==> src/rtl/lbs_pkg.sv <==
package lbs_pkg;

    // Decoded view of the loopback code
    typedef struct packed {
        logic loop;      // transmit data returns into receiver
        logic silent;    // outgoing pin held at ones
        logic internal;  // both line clocks from divider
    } route_t;

    function automatic route_t decode_mode(input logic [2:0] code);
        route_t r;
        r.loop     = code[2];
        r.silent   = code[2] & code[1];
        r.internal = code[2] & code[0];
        return r;
    endfunction

endpackage

==> src/rtl/lbs_clkdiv.sv <==
module lbs_clkdiv #(
    parameter int DIV_RATIO = 8
) (
    input  logic clk,
    input  logic rst_n,
    output logic div_clk_o,
    output logic tick_o,
    output logic wrap_o
);
    localparam int CW = (DIV_RATIO > 2) ? $clog2(DIV_RATIO) : 1;
    localparam logic [CW-1:0] LAST = CW'(DIV_RATIO - 1);
    localparam logic [CW-1:0] HALF = CW'(DIV_RATIO / 2);

    typedef struct packed {
        logic [CW-1:0] cnt;
        logic          sq;
    } div_t;

    div_t div_d, div_q;

    always_comb begin
        div_d = div_q;
        if (div_q.cnt == LAST) begin
            div_d.cnt = '0;
        end else begin
            div_d.cnt = div_q.cnt + 1'b1;
        end
        div_d.sq = (div_d.cnt < HALF);
    end

    always_ff @(posedge clk or negedge rst_n) begin
        if (!rst_n) begin
            div_q <= '{cnt: '0, sq: 1'b1};
        end else begin
            div_q <= div_d;
        end
    end

    assign div_clk_o = div_q.sq;
    assign tick_o    = (div_q.cnt == '0);
    assign wrap_o    = (div_q.cnt == LAST);

    // counter stays inside its period
    a_r3_cnt_range: assert property (@(posedge clk) disable iff (!rst_n)
        div_q.cnt <= LAST);
    // square wave rises only at the start of a period
    a_r3_rise_at_zero: assert property (@(posedge clk) disable iff (!rst_n)
        $rose(div_q.sq) |-> tick_o);
    // square wave falls only at mid period
    a_r3_fall_at_half: assert property (@(posedge clk) disable iff (!rst_n)
        $fell(div_q.sq) |-> (div_q.cnt == HALF));

endmodule

==> src/rtl/lbs_router.sv <==
module lbs_router
    import lbs_pkg::*;
(
    input  route_t sel_i,
    input  logic   div_clk_i,
    input  logic   ext_tx_clk_i,
    input  logic   ext_rx_clk_i,
    input  logic   ext_rx_data_i,
    input  logic   tx_data_i,
    output logic   rx_data_o,
    output logic   rx_clk_o,
    output logic   tx_clk_o,
    output logic   tx_pin_o
);
    always_comb begin
        rx_data_o = sel_i.loop ? tx_data_i : ext_rx_data_i;
        tx_clk_o  = sel_i.internal ? div_clk_i : ext_tx_clk_i;
        if (sel_i.internal) begin
            rx_clk_o = div_clk_i;
        end else if (sel_i.loop) begin
            rx_clk_o = ext_tx_clk_i;
        end else begin
            rx_clk_o = ext_rx_clk_i;
        end
        tx_pin_o = sel_i.silent ? 1'b1 : tx_data_i;
    end
endmodule

==> src/rtl/loopback_selector.sv <==
module loopback_selector
    import lbs_pkg::*;
#(
    parameter int DIV_RATIO = 8
) (
    input  logic       sys_clk,
    input  logic       rst_n,
    input  logic [2:0] mode_i,
    input  logic       ext_tx_clk_i,
    input  logic       ext_rx_clk_i,
    input  logic       ext_rx_data_i,
    input  logic       tx_data_i,
    output logic       rx_data_o,
    output logic       rx_clk_o,
    output logic       tx_clk_o,
    output logic       tx_pin_o,
    output logic       line_ce_o
);
    typedef struct packed {
        route_t act;
    } sel_t;

    sel_t sel_d, sel_q;
    logic div_clk, tick, wrap;

    lbs_clkdiv #(.DIV_RATIO(DIV_RATIO)) u_div (
        .clk       (sys_clk),
        .rst_n     (rst_n),
        .div_clk_o (div_clk),
        .tick_o    (tick),
        .wrap_o    (wrap)
    );

    always_comb begin
        sel_d = sel_q;
        if (wrap) begin
            sel_d.act = decode_mode(mode_i);
        end
    end

    always_ff @(posedge sys_clk or negedge rst_n) begin
        if (!rst_n) begin
            sel_q <= '{act: decode_mode(3'b000)};
        end else begin
            sel_q <= sel_d;
        end
    end

    lbs_router u_route (
        .sel_i         (sel_q.act),
        .div_clk_i     (div_clk),
        .ext_tx_clk_i  (ext_tx_clk_i),
        .ext_rx_clk_i  (ext_rx_clk_i),
        .ext_rx_data_i (ext_rx_data_i),
        .tx_data_i     (tx_data_i),
        .rx_data_o     (rx_data_o),
        .rx_clk_o      (rx_clk_o),
        .tx_clk_o      (tx_clk_o),
        .tx_pin_o      (tx_pin_o)
    );

    assign line_ce_o = tick;

    // active mode moves only into count zero
    a_r4_load_at_wrap: assert property (@(posedge sys_clk) disable iff (!rst_n)
        !$stable(sel_q) |-> tick);
    // loop codes return transmit data to the receiver
    a_r5_loop_data: assert property (@(posedge sys_clk) disable iff (!rst_n)
        sel_q.act.loop |-> (rx_data_o == tx_data_i));
    // internal clocking gives both line clocks the same source
    a_r7_shared_clk: assert property (@(posedge sys_clk) disable iff (!rst_n)
        sel_q.act.internal |-> (rx_clk_o == tx_clk_o) && (tx_clk_o == div_clk));
    // silent codes idle the line pin
    a_r8_silent_ones: assert property (@(posedge sys_clk) disable iff (!rst_n)
        sel_q.act.silent |-> tx_pin_o);
    // strobe coincides with the high half of the internal clock
    a_r3_strobe_high: assert property (@(posedge sys_clk) disable iff (!rst_n)
        line_ce_o |-> div_clk);

endmodule

==> config.mk <==
export PLATFORM = sky130hd
export DESIGN_NAME = loopback_selector
export DESIGN_NICKNAME = d
export VERILOG_FILES = /design/src/rtl/lbs_pkg.sv /design/src/rtl/lbs_clkdiv.sv /design/src/rtl/lbs_router.sv /design/src/rtl/loopback_selector.sv
export SDC_FILE = /design/constraint.sdc
export NUM_CORES = 1
export LEC_CHECK = 0
export CAP_MARGIN = 40
export CORE_AREA = 2 2 39 41
export CTS_BUF_LIST = sky130_fd_sc_hd__clkbuf_4 sky130_fd_sc_hd__clkbuf_8
export CTS_CLUSTER_SIZE = 24
export DETAILED_ROUTE_END_ITERATION = 10
export DIE_AREA = 0 0 41 43
export DONT_BUFFER_PORTS = 1
export REMOVE_ABC_BUFFERS = 1
export SETUP_SLACK_MARGIN = 0.1
export SYNTH_ARGS = -nofsm -noshare
export SYNTH_HDL_FRONTEND = slang
export SYNTH_SLANG_ARGS = --single-unit
==> constraint.sdc <==
create_clock -name sys_clk -period 2.9 [get_ports sys_clk]
set_clock_uncertainty 0.15 [all_clocks]
set_input_delay 0.145 -clock sys_clk [delete_from_list [all_inputs] [get_ports sys_clk]]
set_output_delay 0.145 -clock sys_clk [all_outputs]
set_load 0.01 [all_outputs]
==> flow_results.xml, run 1 <==
<?xml version="1.0" encoding="UTF-8"?>
<metrics>
  <group name="clock_network">
    <metric name="cts-hold-fix-buffers" unit="">4</metric>
    <metric name="clock_sink_count" unit="">7</metric>
    <metric name="post_cts_setup_buffer_count" unit="">0</metric>
    <metric name="cts_max_path_buffers" unit="">2</metric>
    <metric name="clockRootBuffer" unit="">clkbuf_4</metric>
    <metric name="cts.reportedPaths.clkPinSlew" unit="ps">50</metric>
    <metric name="post_cts_resized" unit="">0</metric>
    <metric name="htree_num_levels" unit="">1</metric>
    <metric name="cts_tree" unit="">built</metric>
    <metric name="tritoncts_buffers" unit="">3</metric>
    <metric name="clk_latency" unit="ps">250</metric>
  </group>
  <group name="synthesis">
    <metric name="synth_seq_area_share" unit="%">53.2</metric>
    <metric name="synth_area" unit="sq um">332</metric>
    <metric name="synth.top_cell.area_share" unit="%">45.3</metric>
    <metric name="synth_cell_types" unit="">15</metric>
    <metric name="netlist_instances" unit="">30</metric>
    <metric name="post_synth.cell_area_avg" unit="sq um">11.1</metric>
    <metric name="synthTopCellsByArea" unit="">dfrtp_1 (45%), ha_1 (11%), dfstp_2 (7.9%)</metric>
    <metric name="synthDominantAreaCellType" unit="">dfrtp_1</metric>
    <metric name="synthesis.yosys.warnings" unit="">0</metric>
    <metric name="postSynthRegisterBits" unit="">7</metric>
  </group>
  <group name="timing">
    <metric name="tightest_slew" unit="ps">354</metric>
    <metric name="finalWorstPathRequiredPeriod" unit="ps">1440</metric>
    <metric name="setup-tns-final" unit="ps">0</metric>
    <metric name="rsz_0062_raised_after_global_routing" unit="">no</metric>
    <metric name="fin_crit_share" unit="%">49.5</metric>
    <metric name="final_number_of_setup_violating_endpoints" unit="">0</metric>
    <metric name="maxSlewViolCount" unit="">0</metric>
    <metric name="final_critical_path_setup_slack" unit="ps">1460</metric>
    <metric name="report.final.hold_viol_count" unit="">0</metric>
    <metric name="fmax" unit="MHz">696</metric>
    <metric name="max-slew-margin-rel" unit="%">76.2</metric>
  </group>
  <group name="worst_setup_path">
    <metric name="reg2reg_depth" unit="">3</metric>
    <metric name="worstPathCellList" unit="">ha_1, ha_1, mux2_4</metric>
    <metric name="critPathLaunchType" unit="">flip-flop</metric>
    <metric name="critical-path-max-stage-delay" unit="ps">390</metric>
    <metric name="worst_ep_required_time" unit="ps">2890</metric>
    <metric name="timing.reg2reg.setup_slack" unit="ps">1460</metric>
    <metric name="critPathMaxFanout" unit="">7</metric>
    <metric name="criticalPathCategory" unit="">flip-flop to flip-flop</metric>
    <metric name="r2r_start" unit="">u_div.div_q[1]$_DFF_PN0_</metric>
    <metric name="origin_of_the_worst_setup_path" unit="">u_div.div_q[1]$_DFF_PN0_</metric>
    <metric name="worstSetupEndpointType" unit="">flip-flop</metric>
    <metric name="regToRegEndpoint" unit="">sel_q[2]$_DFFE_PN0N_</metric>
    <metric name="crit_path_max_delay_cell_type" unit="">dfrtp_1</metric>
    <metric name="crit_path_frequent_cell" unit="">ha_1</metric>
    <metric name="arrival" unit="ps">1420</metric>
  </group>
  <group name="grt">
    <metric name="grt_start_max_net_pins" unit="">8</metric>
    <metric name="gr-usage-met3" unit="%">3.14</metric>
    <metric name="global_route.usage.met2" unit="%">11.6</metric>
    <metric name="grt_first_pass_wirelength" unit="microns">848</metric>
    <metric name="global_route.usage.met1" unit="%">7.87</metric>
    <metric name="gr-max-usage-layer" unit="">met2</metric>
    <metric name="gr-total-overflow" unit="">0</metric>
    <metric name="grt_antenna_before_repair" unit="">0</metric>
    <metric name="first_global_vias" unit="">217</metric>
    <metric name="global_route.usage.total" unit="%">7.98</metric>
  </group>
  <group name="die">
    <metric name="floorplan.initialDensity" unit="%">24.0</metric>
    <metric name="die-area" unit="sq um">1760</metric>
    <metric name="num_rows" unit="">14</metric>
    <metric name="design.core.area" unit="sq um">1380</metric>
    <metric name="width_of_the_die" unit="microns">41</metric>
    <metric name="io_pins" unit="">14</metric>
    <metric name="chip_height" unit="microns">43</metric>
  </group>
  <group name="placement">
    <metric name="io_buffers" unit="">0</metric>
    <metric name="globalplace.congestion" unit="">0.687</metric>
    <metric name="dp_hpwl" unit="microns">450</metric>
    <metric name="dp_worst_setup_slack" unit="ps">1470</metric>
  </group>
  <group name="cells_and_area">
    <metric name="synthToLayoutAreaGrowth" unit="%">27.2</metric>
    <metric name="num-nets-final" unit="">51</metric>
    <metric name="insertedDiodeCount" unit="">0</metric>
    <metric name="drive_gt1_share" unit="%">23.7</metric>
    <metric name="layout.cells.most_common_list" unit="">inv_1 (6), dfrtp_1 (6), clkbuf_4 (4), dlygate4sd3_1 (4)</metric>
  </group>
  <group name="job">
    <metric name="max_cap_viol_count" unit="">0</metric>
  </group>
  <group name="routing">
    <metric name="drt_first_iter_violations" unit="">0</metric>
    <metric name="dr_total_vias" unit="">224</metric>
    <metric name="routed_via_density" unit="">4.15</metric>
    <metric name="dr_drc_count" unit="">0</metric>
    <metric name="pre_repair_dr_iteration_count" unit="">1</metric>
    <metric name="detail_route.wirelength" unit="microns">586</metric>
    <metric name="detail_route.wl_per_cell" unit="microns">10.9</metric>
    <metric name="detail-route-antenna-nets" unit="">0</metric>
  </group>
  <group name="min_path">
    <metric name="worst_hold_path_type" unit="">input port to async pin</metric>
  </group>
  <group name="power">
    <metric name="power_per_cell_area" unit="nW/um^2">511</metric>
    <metric name="p_leak" unit="nW">0.204</metric>
    <metric name="power.ir.vdd_worst" unit="V">0.000165</metric>
  </group>
  <group name="run_status">
    <metric name="run_status" unit="">complete, no violations</metric>
  </group>
</metrics>
[power by group]
group	switching [W]	internal, W	leakage [nW]	total [W]
combinational	0.00000805	0.00000830	0.100	0.0000163
sequential	0.00000181	0.000100	0.0858	0.000102
clock	0.0000355	0.0000618	0.0184	0.0000973
total	0.0000453	0.000170	0.204	0.000215
[state kept, by name, summed over array words and instances, names as in the netlist]
signal           cells
sel_q                3
u_div.div_q          3
u_div.div_clk_o      1
[metal layers]
layer	routed length, microns	vias to the layer above
met2	272	12
met4	0	0
li1	-	110
met1	246	102
met3	67	0
met5	0	-
[Yosys cell counts]
| cell | n |
|---|---|
| mux2i_1 | 1 |
| mux2_2 | 1 |
| ha_1 | 3 |
| o21ai_0 | 3 |
| dfrtp_1 | 6 |
| inv_1 | 6 |
| nor2_1 | 1 |
| nand2_1 | 1 |
| nor2b_1 | 1 |
| or2_2 | 1 |
| o21ai_1 | 1 |
| nand3_1 | 2 |
| dfstp_2 | 1 |
| mux2_4 | 1 |
| and2b_2 | 1 |
[kinds of logic (layout without fill, tap and decap cells)]
logic type | after synthesis | after routing | share of synthesized area, %
fa+ha+maj | 3 | 3 | 11.3
flops | 7 | 7 | 53.2
compound gates | 4 | 4 | 6.03
buf+inv | 6 | 14 | 6.79
simple gates | 7 | 7 | 11.7
mux | 3 | 3 | 10.9
[critical path, delay by kind of cell (launching register included)]
kind	cells	cell delay [ps]
adder cells (fa/ha/maj)	2	460
flip-flops	1	390
multiplexers	1	320
[area by class of cell]
cell class | instances | area [sq um]
fillers | 146 | 962
flip-flops and latches | 7 | 176
multi-input cells | 17 | 133
repair buffers | 4 | 40.0
clock buffers | 4 | 30.0
inverters | 6 | 22.5
well taps | 16 | 20.0
[how the worst max path moves through the flow]
stage / to / slack (ps) / depth (start not counted)
final: sel_q[2]$_DFFE_PN0N_ / 1460 / 3
after global routing: sel_q[2]$_DFFE_PN0N_ / 1400 / 3
after CTS: sel_q[2]$_DFFE_PN0N_ / 1460 / 3
after detailed placement: sel_q[2]$_DFFE_PN0N_ / 1470 / 3
after global placement: sel_q[2]$_DFFE_PN0N_ / 1500 / 3
after floorplan: sel_q[2]$_DFFE_PN0N_ / 1520 / 3
[stage by stage]
stage	power [W]	hold slack (ps)	utilization, %	area, sq um	cells
after floorplan	0.000112	-301	-	332	30
after global placement	0.000113	-300	25.4	352	46
after detailed placement	0.000113	-300	25.4	352	46
after CTS	0.000221	80.1	30.5	422	54
after global routing	0.000227	99.6	30.5	422	54
final	0.000215	71.8	30.5	422	54
(Power assumes the default switching activity.)
==> run 2, diff against run 1 <==
- ABC_AREA: unset -> 1
- clock period: 2.9 -> 1.4 ns (I/O delays scaled with it)
==> run 2 against run 1 <==
Effect of this change: critical path depth rose by 1; non-clock buffer count rose by 1; clock power rose by 110%; routed wire length rose by 2.2%; cell count rose by 19%; register-to-register slack got worse by 1300 ps; cell area rose by 5.0%; clock-buffer cell count did not move; worst hold slack improved by 46 ps; sequential cell count did not move; sequential share of layout area fell by 2.0 points; global-route usage rose by 1.1 points.
==> flow_results.xml, run 2 <==
<?xml version="1.0" encoding="UTF-8"?>
<metrics>
  <group name="run_status">
    <metric name="run_status" unit="">complete, no violations</metric>
  </group>
  <group name="routing">
    <metric name="detail_route.wl_per_cell" unit="microns">9.36</metric>
    <metric name="detail_route.wirelength" unit="microns">599</metric>
    <metric name="routed_via_density" unit="">4.03</metric>
    <metric name="detail-route-antenna-nets" unit="">0</metric>
    <metric name="pre_repair_dr_iteration_count" unit="">3</metric>
    <metric name="dr_drc_count" unit="">0</metric>
    <metric name="drt_first_iter_violations" unit="">5</metric>
    <metric name="dr_total_vias" unit="">258</metric>
  </group>
  <group name="clock_network">
    <metric name="clockRootBuffer" unit="">clkbuf_4</metric>
    <metric name="cts_tree" unit="">built</metric>
    <metric name="clock_sink_count" unit="">7</metric>
    <metric name="cts.reportedPaths.clkPinSlew" unit="ps">50</metric>
    <metric name="tritoncts_buffers" unit="">3</metric>
    <metric name="htree_num_levels" unit="">1</metric>
    <metric name="clk_latency" unit="ps">250</metric>
    <metric name="cts_max_path_buffers" unit="">2</metric>
    <metric name="post_cts_setup_buffer_count" unit="">0</metric>
  </group>
  <group name="placement">
    <metric name="dp_hpwl" unit="microns">447</metric>
    <metric name="io_buffers" unit="">0</metric>
    <metric name="post_detailed_placement_cell_area" unit="sq um">353</metric>
    <metric name="dp_worst_setup_slack" unit="ps">73.0</metric>
    <metric name="globalplace.congestion" unit="">0.749</metric>
  </group>
  <group name="worst_setup_path">
    <metric name="timing.reg2reg.setup_slack" unit="ps">170</metric>
    <metric name="worstSetupEndpointType" unit="">flip-flop</metric>
    <metric name="regToRegEndpoint" unit="">sel_q[0]$_DFFE_PN0N_</metric>
    <metric name="reg2reg_depth" unit="">4</metric>
    <metric name="arrival" unit="ps">1220</metric>
    <metric name="critPathLaunchType" unit="">flip-flop</metric>
    <metric name="criticalPathCategory" unit="">flip-flop to flip-flop</metric>
    <metric name="worst_ep_required_time" unit="ps">1390</metric>
    <metric name="r2r_start" unit="">u_div.div_q[1]$_DFF_PN0_</metric>
    <metric name="critPathMaxFanout" unit="">8</metric>
  </group>
  <group name="timing">
    <metric name="fmax" unit="MHz">811</metric>
    <metric name="finalWorstPathRequiredPeriod" unit="ps">1230</metric>
    <metric name="rsz_0062_raised_after_global_routing" unit="">no</metric>
    <metric name="maxSlewViolCount" unit="">0</metric>
    <metric name="max-slew-margin-rel" unit="%">76.3</metric>
    <metric name="fin_crit_share" unit="%">88.0</metric>
    <metric name="tightest_slew" unit="ps">351</metric>
    <metric name="setup-tns-final" unit="ps">0</metric>
    <metric name="report.final.hold_viol_count" unit="">0</metric>
    <metric name="final_critical_path_setup_slack" unit="ps">168</metric>
    <metric name="final_number_of_setup_violating_endpoints" unit="">0</metric>
  </group>
  <group name="synthesis">
    <metric name="yosys.area_share.simple" unit="%">15.8</metric>
    <metric name="asyncSetResetFlopFracSynth" unit="%">100</metric>
    <metric name="postSynthRegisterBits" unit="">7</metric>
    <metric name="post_synth_xor_area_fraction" unit="%">0</metric>
    <metric name="synth_compound_area_share" unit="%">7.52</metric>
    <metric name="yosys.cell_count.top_type" unit="">inv_1</metric>
    <metric name="synthTopCellsByArea" unit="">dfrtp_1 (45%), inv_1 (12%), ha_1 (11%)</metric>
    <metric name="synthesis.yosys.warnings" unit="">0</metric>
    <metric name="synth_commonest_cells" unit="">inv_1 (11), nand2_1 (7), dfrtp_1 (6), o21ai_0 (5)</metric>
    <metric name="synth_seq_area_share" unit="%">53.0</metric>
    <metric name="netlist_instances" unit="">39</metric>
    <metric name="synthDominantAreaCellType" unit="">dfrtp_1</metric>
    <metric name="post_synth.cell_area_avg" unit="sq um">8.53</metric>
    <metric name="synth_top_family_by_area" unit="">simple AND/OR/NAND/NOR gates</metric>
    <metric name="ys.flop_type" unit="">dfrtp_1</metric>
    <metric name="synth-edff-count" unit="">0</metric>
    <metric name="synth.top_cell.area_share" unit="%">45.1</metric>
    <metric name="synth_area" unit="sq um">333</metric>
    <metric name="synth.mux.area_fraction" unit="%">0</metric>
    <metric name="synth-adder-area-share" unit="%">11.3</metric>
    <metric name="synth_cell_types" unit="">8</metric>
  </group>
  <group name="power">
    <metric name="internal-power" unit="W">0.000351</metric>
    <metric name="power.ir.vdd_worst" unit="V">0.000487</metric>
    <metric name="total_power" unit="W">0.000452</metric>
    <metric name="p_leak" unit="nW">0.230</metric>
    <metric name="clkPwrFrac" unit="%">45.4</metric>
    <metric name="sw_pwr" unit="W">0.000101</metric>
    <metric name="power_per_cell_area" unit="nW/um^2">1020</metric>
    <metric name="comb_power_share" unit="%">8.3</metric>
    <metric name="sw_frac_of_total" unit="%">22.3</metric>
    <metric name="sequentialPowerShare" unit="%">46.3</metric>
  </group>
  <group name="cells_and_area">
    <metric name="stdcell_area" unit="sq um">443</metric>
    <metric name="layout.cells.most_common_list" unit="">inv_1 (11), nand2_1 (7), dfrtp_1 (6), dlygate4sd3_1 (5), clkbuf_4 (4)</metric>
    <metric name="synthToLayoutAreaGrowth" unit="%">33.1</metric>
    <metric name="multiInputGateArea" unit="sq um">125</metric>
    <metric name="num-nets-final" unit="">61</metric>
    <metric name="insertedDiodeCount" unit="">0</metric>
    <metric name="fillers" unit="">146</metric>
    <metric name="layout.cells.most_common" unit="">inv_1</metric>
    <metric name="drive_gt1_share" unit="%">14.6</metric>
    <metric name="seq_area" unit="sq um">176</metric>
    <metric name="postLayoutCoreUtil" unit="%">32.0</metric>
  </group>
  <group name="job">
    <metric name="max_cap_viol_count" unit="">0</metric>
  </group>
  <group name="grt">
    <metric name="grt_first_pass_wirelength" unit="microns">903</metric>
    <metric name="gr-total-overflow" unit="">0</metric>
    <metric name="first_global_vias" unit="">245</metric>
    <metric name="grt_antenna_before_repair" unit="">0</metric>
    <metric name="global_route.usage.total" unit="%">9.10</metric>
    <metric name="grt_start_max_net_pins" unit="">9</metric>
  </group>
  <group name="die">
    <metric name="floorplan.initialDensity" unit="%">24.1</metric>
    <metric name="design.core.area" unit="sq um">1380</metric>
    <metric name="width_of_the_die" unit="microns">41</metric>
    <metric name="chip_height" unit="microns">43</metric>
    <metric name="num_rows" unit="">14</metric>
    <metric name="die-area" unit="sq um">1760</metric>
    <metric name="io_pins" unit="">14</metric>
  </group>
  <group name="min_path">
    <metric name="worst_hold_path_type" unit="">input port to output pin</metric>
    <metric name="hold-path-endpoint" unit="">tx_pin_o</metric>
    <metric name="timing.hold.worst.start" unit="">tx_data_i</metric>
    <metric name="min_path_cells" unit="">2</metric>
  </group>
</metrics>
-- run 2: kinds of logic after synthesis --
kind of cell / Yosys count
simple gates: 13
buf+inv: 11
flops: 7
compound gates: 5
fa+ha+maj: 3
-- run 2: power by group through the flow --
| stage | combinational [W] | sequential, W | clock [W] |
|---|---|---|---|
| after floorplan | 0.0000190 | 0.000212 | 0 |
| after global routing | 0.0000433 | 0.000209 | 0.000228 |
| final | 0.0000375 | 0.000209 | 0.000205 |
| after CTS | 0.0000376 | 0.000209 | 0.000212 |
| after global placement | 0.0000214 | 0.000212 | 0 |
| after detailed placement | 0.0000218 | 0.000213 | 0 |
-- run 2: worst max path at each step --
stage,end,start,depth (start not counted)
2_1_floorplan,sel_q[0]$_DFFE_PN0N_,u_div.div_q[1]$_DFF_PN0_,4
3_3_place_gp,sel_q[0]$_DFFE_PN0N_,u_div.div_q[1]$_DFF_PN0_,4
3_5_place_dp,sel_q[2]$_DFFE_PN0N_,u_div.div_q[1]$_DFF_PN0_,3
4_1_cts,line_ce_o,u_div.div_q[1]$_DFF_PN0_,4
5_1_grt,sel_q[0]$_DFFE_PN0N_,u_div.div_q[1]$_DFF_PN0_,4
6_report,sel_q[0]$_DFFE_PN0N_,u_div.div_q[1]$_DFF_PN0_,4
-- run 2: layer usage --
layer | track usage [%] | vias to the layer above | share of wire (%)
met1 | 7.89 | 112 | 42
met3 | 9.42 | 4 | 9.3
met2 | 11.3 | 9 | 45
li1 | - | 133 | -
met5 | 0 | - | 0
met4 | 8.00 | 0 | 3.0
-- run 2: area by class of cell --
cell class	instances	area share, %
repair buffers	5	11.3
multi-input cells	21	28.2
well taps	16	4.52
flip-flops and latches	7	39.8
clock buffers	4	6.78
inverters	11	9.32
-- run 2: stage by stage --
step,hold slack [ps],instances
floorplan,-376,39
global placement,-375,55
detailed placement,-375,55
CTS,109,64
global route,127,64
finish,118,64
-- run 2: critical path, stage by stage (launching register included) --
cell and delay, ps:
dfrtp_1 390, ha_1 210, ha_2 210, nand3_1 90, o21ai_0 70
-- run 2: repair_timing --
item	CTS	global route
resized for setup	3	2
hold buffers	5	0
endpoints found under the hold margin	10	0
setup endpoints to repair	3	2
==> run 3, diff against run 2 <==
- clock period: 1.4 -> 1.5 ns (I/O delays scaled with it)
==> run 3 against run 2 <==
Effect of this change: non-clock buffer count shrank 1; cell count shrank 1.6%; worst hold slack lost 120 ps; routed wire length shrank 0.50%; clock-buffer cell count is the same; total power shrank 7.4%; sequential share of layout area grew 1.9 points; the run now ends with hold timing left; first-iteration DRC count grew 20%; combinational power shrank 13%.
==> flow_results.xml, run 3 (synthesis gave the netlist of run 2 again) <==
<?xml version="1.0" encoding="UTF-8"?>
<metrics>
  <group name="timing">
    <metric name="rsz_0062_raised_after_global_routing" unit="">no</metric>
    <metric name="finalWorstPathRequiredPeriod" unit="ps">1310</metric>
    <metric name="report.final.hold_viol_count" unit="">3</metric>
    <metric name="tightest_slew" unit="ps">352</metric>
    <metric name="fmax" unit="MHz">763</metric>
    <metric name="max-slew-margin-rel" unit="%">76.3</metric>
    <metric name="final_critical_path_setup_slack" unit="ps">190</metric>
    <metric name="final_number_of_setup_violating_endpoints" unit="">0</metric>
    <metric name="finalHoldWorstSlack" unit="ps">-3.60</metric>
    <metric name="fin_crit_share" unit="%">87.3</metric>
    <metric name="maxSlewViolCount" unit="">0</metric>
    <metric name="setup-tns-final" unit="ps">0</metric>
  </group>
  <group name="die">
    <metric name="width_of_the_die" unit="microns">41</metric>
    <metric name="floorplan.initialDensity" unit="%">24.1</metric>
    <metric name="design.core.area" unit="sq um">1380</metric>
    <metric name="io_pins" unit="">14</metric>
    <metric name="chip_height" unit="microns">43</metric>
    <metric name="die-area" unit="sq um">1760</metric>
    <metric name="num_rows" unit="">14</metric>
  </group>
  <group name="routing">
    <metric name="pre_repair_dr_iteration_count" unit="">4</metric>
    <metric name="dr_drc_count" unit="">0</metric>
    <metric name="detail-route-antenna-nets" unit="">0</metric>
    <metric name="drt_first_iter_violations" unit="">6</metric>
    <metric name="dr_total_vias" unit="">261</metric>
    <metric name="detail_route.wirelength" unit="microns">596</metric>
    <metric name="routed_via_density" unit="">4.14</metric>
    <metric name="detail_route.wl_per_cell" unit="microns">9.46</metric>
  </group>
  <group name="clock_network">
    <metric name="htree_num_levels" unit="">1</metric>
    <metric name="clockRootBuffer" unit="">clkbuf_4</metric>
    <metric name="cts.reportedPaths.clkPinSlew" unit="ps">50</metric>
    <metric name="post_cts_resized" unit="">0</metric>
    <metric name="cts_max_path_buffers" unit="">2</metric>
    <metric name="tritoncts_buffers" unit="">3</metric>
    <metric name="clk_latency" unit="ps">250</metric>
    <metric name="clock_sink_count" unit="">7</metric>
    <metric name="cts_tree" unit="">built</metric>
    <metric name="cts-hold-fix-buffers" unit="">4</metric>
    <metric name="post_cts_setup_buffer_count" unit="">0</metric>
  </group>
  <group name="job">
    <metric name="max_cap_viol_count" unit="">0</metric>
  </group>
  <group name="worst_setup_path">
    <metric name="crit_path_max_delay_cell_type" unit="">dfrtp_1</metric>
    <metric name="regToRegEndpoint" unit="">sel_q[2]$_DFFE_PN0N_</metric>
    <metric name="worst_ep_required_time" unit="ps">1470</metric>
    <metric name="crit_path_frequent_cell" unit="">ha_1</metric>
    <metric name="worstSetupEndpointType" unit="">flip-flop</metric>
    <metric name="reg2reg_depth" unit="">4</metric>
    <metric name="worstPathCellList" unit="">ha_1, ha_1, nand2_1, o21ai_0</metric>
    <metric name="arrival" unit="ps">1280</metric>
    <metric name="timing.reg2reg.setup_slack" unit="ps">190</metric>
    <metric name="critical-path-max-stage-delay" unit="ps">390</metric>
    <metric name="criticalPathCategory" unit="">flip-flop to flip-flop</metric>
    <metric name="critPathLaunchType" unit="">flip-flop</metric>
    <metric name="r2r_start" unit="">u_div.div_q[1]$_DFF_PN0_</metric>
    <metric name="critPathMaxFanout" unit="">8</metric>
  </group>
  <group name="cells_and_area">
    <metric name="fillers" unit="">149</metric>
    <metric name="layout.cells.most_common" unit="">inv_1</metric>
    <metric name="synthToLayoutAreaGrowth" unit="%">27.1</metric>
    <metric name="insertedDiodeCount" unit="">0</metric>
    <metric name="layout.cells.most_common_list" unit="">inv_1 (11), nand2_1 (7), dfrtp_1 (6), o21ai_0 (5)</metric>
    <metric name="drive_gt1_share" unit="%">10.6</metric>
    <metric name="num-nets-final" unit="">60</metric>
  </group>
  <group name="grt">
    <metric name="gr-max-usage-layer" unit="">met2</metric>
    <metric name="gr-total-overflow" unit="">0</metric>
    <metric name="global_route.usage.met2" unit="%">11.3</metric>
    <metric name="gr-usage-met3" unit="%">9.42</metric>
    <metric name="grt_antenna_before_repair" unit="">0</metric>
    <metric name="global_route.usage.met1" unit="%">8.88</metric>
    <metric name="grt_first_pass_wirelength" unit="microns">945</metric>
    <metric name="grt_start_max_net_pins" unit="">9</metric>
    <metric name="first_global_vias" unit="">250</metric>
    <metric name="global_route.usage.total" unit="%">9.40</metric>
  </group>
  <group name="placement">
    <metric name="dp_worst_setup_slack" unit="ps">173</metric>
    <metric name="io_buffers" unit="">0</metric>
    <metric name="dp_hpwl" unit="microns">447</metric>
    <metric name="globalplace.congestion" unit="">0.749</metric>
  </group>
  <group name="power">
    <metric name="total_power" unit="W">0.000419</metric>
    <metric name="p_leak" unit="nW">0.229</metric>
    <metric name="power_per_cell_area" unit="nW/um^2">990</metric>
    <metric name="power.ir.vdd_worst" unit="V">0.000455</metric>
  </group>
  <group name="min_path">
    <metric name="worst_hold_path_type" unit="">input port to async pin</metric>
  </group>
  <group name="run_status">
    <metric name="run_status" unit="">finished with violations</metric>
    <metric name="violated_checks" unit="">hold timing</metric>
  </group>
</metrics>
==> run 3: cell types whose count changed in the layout (fill, tap and decap cells not counted) <==
cell           previous run  this run
o21ai_0                   3         5
o21ai_1                   2         0
dlygate4sd3_1             5         4
ha_1                      2         3
ha_2                      1         0
nor2_1                    2         3
nor2_4                    1         0
==> run 3: layer usage <==
layer	part of all wire, %	routed length (microns)	vias up
met5	0	0	-
met4	3.0	18	0
met3	10	60	4
met2	45	271	11
met1	41	245	115
li1	-	-	131
==> run 3: per-stage QoR <==
stage / util (%) / hold WS, ps / cell area [sq um] / std cells
4_1_cts: 30.6 / 0.423 / 423 / 63
3_5_place_dp: 25.5 / -370 / 353 / 55
3_3_place_gp: 25.5 / -370 / 353 / 55
2_1_floorplan: - / -371 / 333 / 39
5_1_grt: 30.6 / 7.75 / 423 / 63
6_report: 30.6 / -3.60 / 423 / 63
==> run 3: layout make-up <==
class,instances,area (sq um),area share (%)
sequential,7,176,41.7
multi-input combinational,21,115,27.2
clock buffer,4,30.0,7.10
tap,16,20.0,4.73
inverter,11,41.3,9.76
timing repair buffer,4,40.0,9.47
==> run 3: worst max-delay path, delay by kind of cell (launching register included) <==
family | cells | cell delay [ps]
DFF | 1 | 390
AOI/OAI and AO/OA | 1 | 90
adders and majority gates | 2 | 450
and+or+nand+nor | 1 | 90
==> run 3: worst max-delay path by stage <==
| stage | cells after the start | slack [ps] | from | end |
|---|---|---|---|---|
| 2_1_floorplan | 4 | 270 | u_div.div_q[1]$_DFF_PN0_ | sel_q[0]$_DFFE_PN0N_ |
| 3_3_place_gp | 4 | 210 | u_div.div_q[1]$_DFF_PN0_ | sel_q[0]$_DFFE_PN0N_ |
| 3_5_place_dp | 3 | 170 | u_div.div_q[1]$_DFF_PN0_ | sel_q[2]$_DFFE_PN0N_ |
| 4_1_cts | 3 | 170 | u_div.div_q[1]$_DFF_PN0_ | sel_q[2]$_DFFE_PN0N_ |
| 5_1_grt | 4 | 110 | u_div.div_q[1]$_DFF_PN0_ | line_ce_o |
| 6_report | 4 | 190 | u_div.div_q[1]$_DFF_PN0_ | sel_q[2]$_DFFE_PN0N_ |
==> run 3: report_power, final <==
group,internal [W],switching [W],total (W)
Sequential,0.000193,0.00000191,0.000195
Combinational,0.0000129,0.0000196,0.0000325
Clock,0.000120,0.0000712,0.000191
Total,0.000326,0.0000927,0.000419
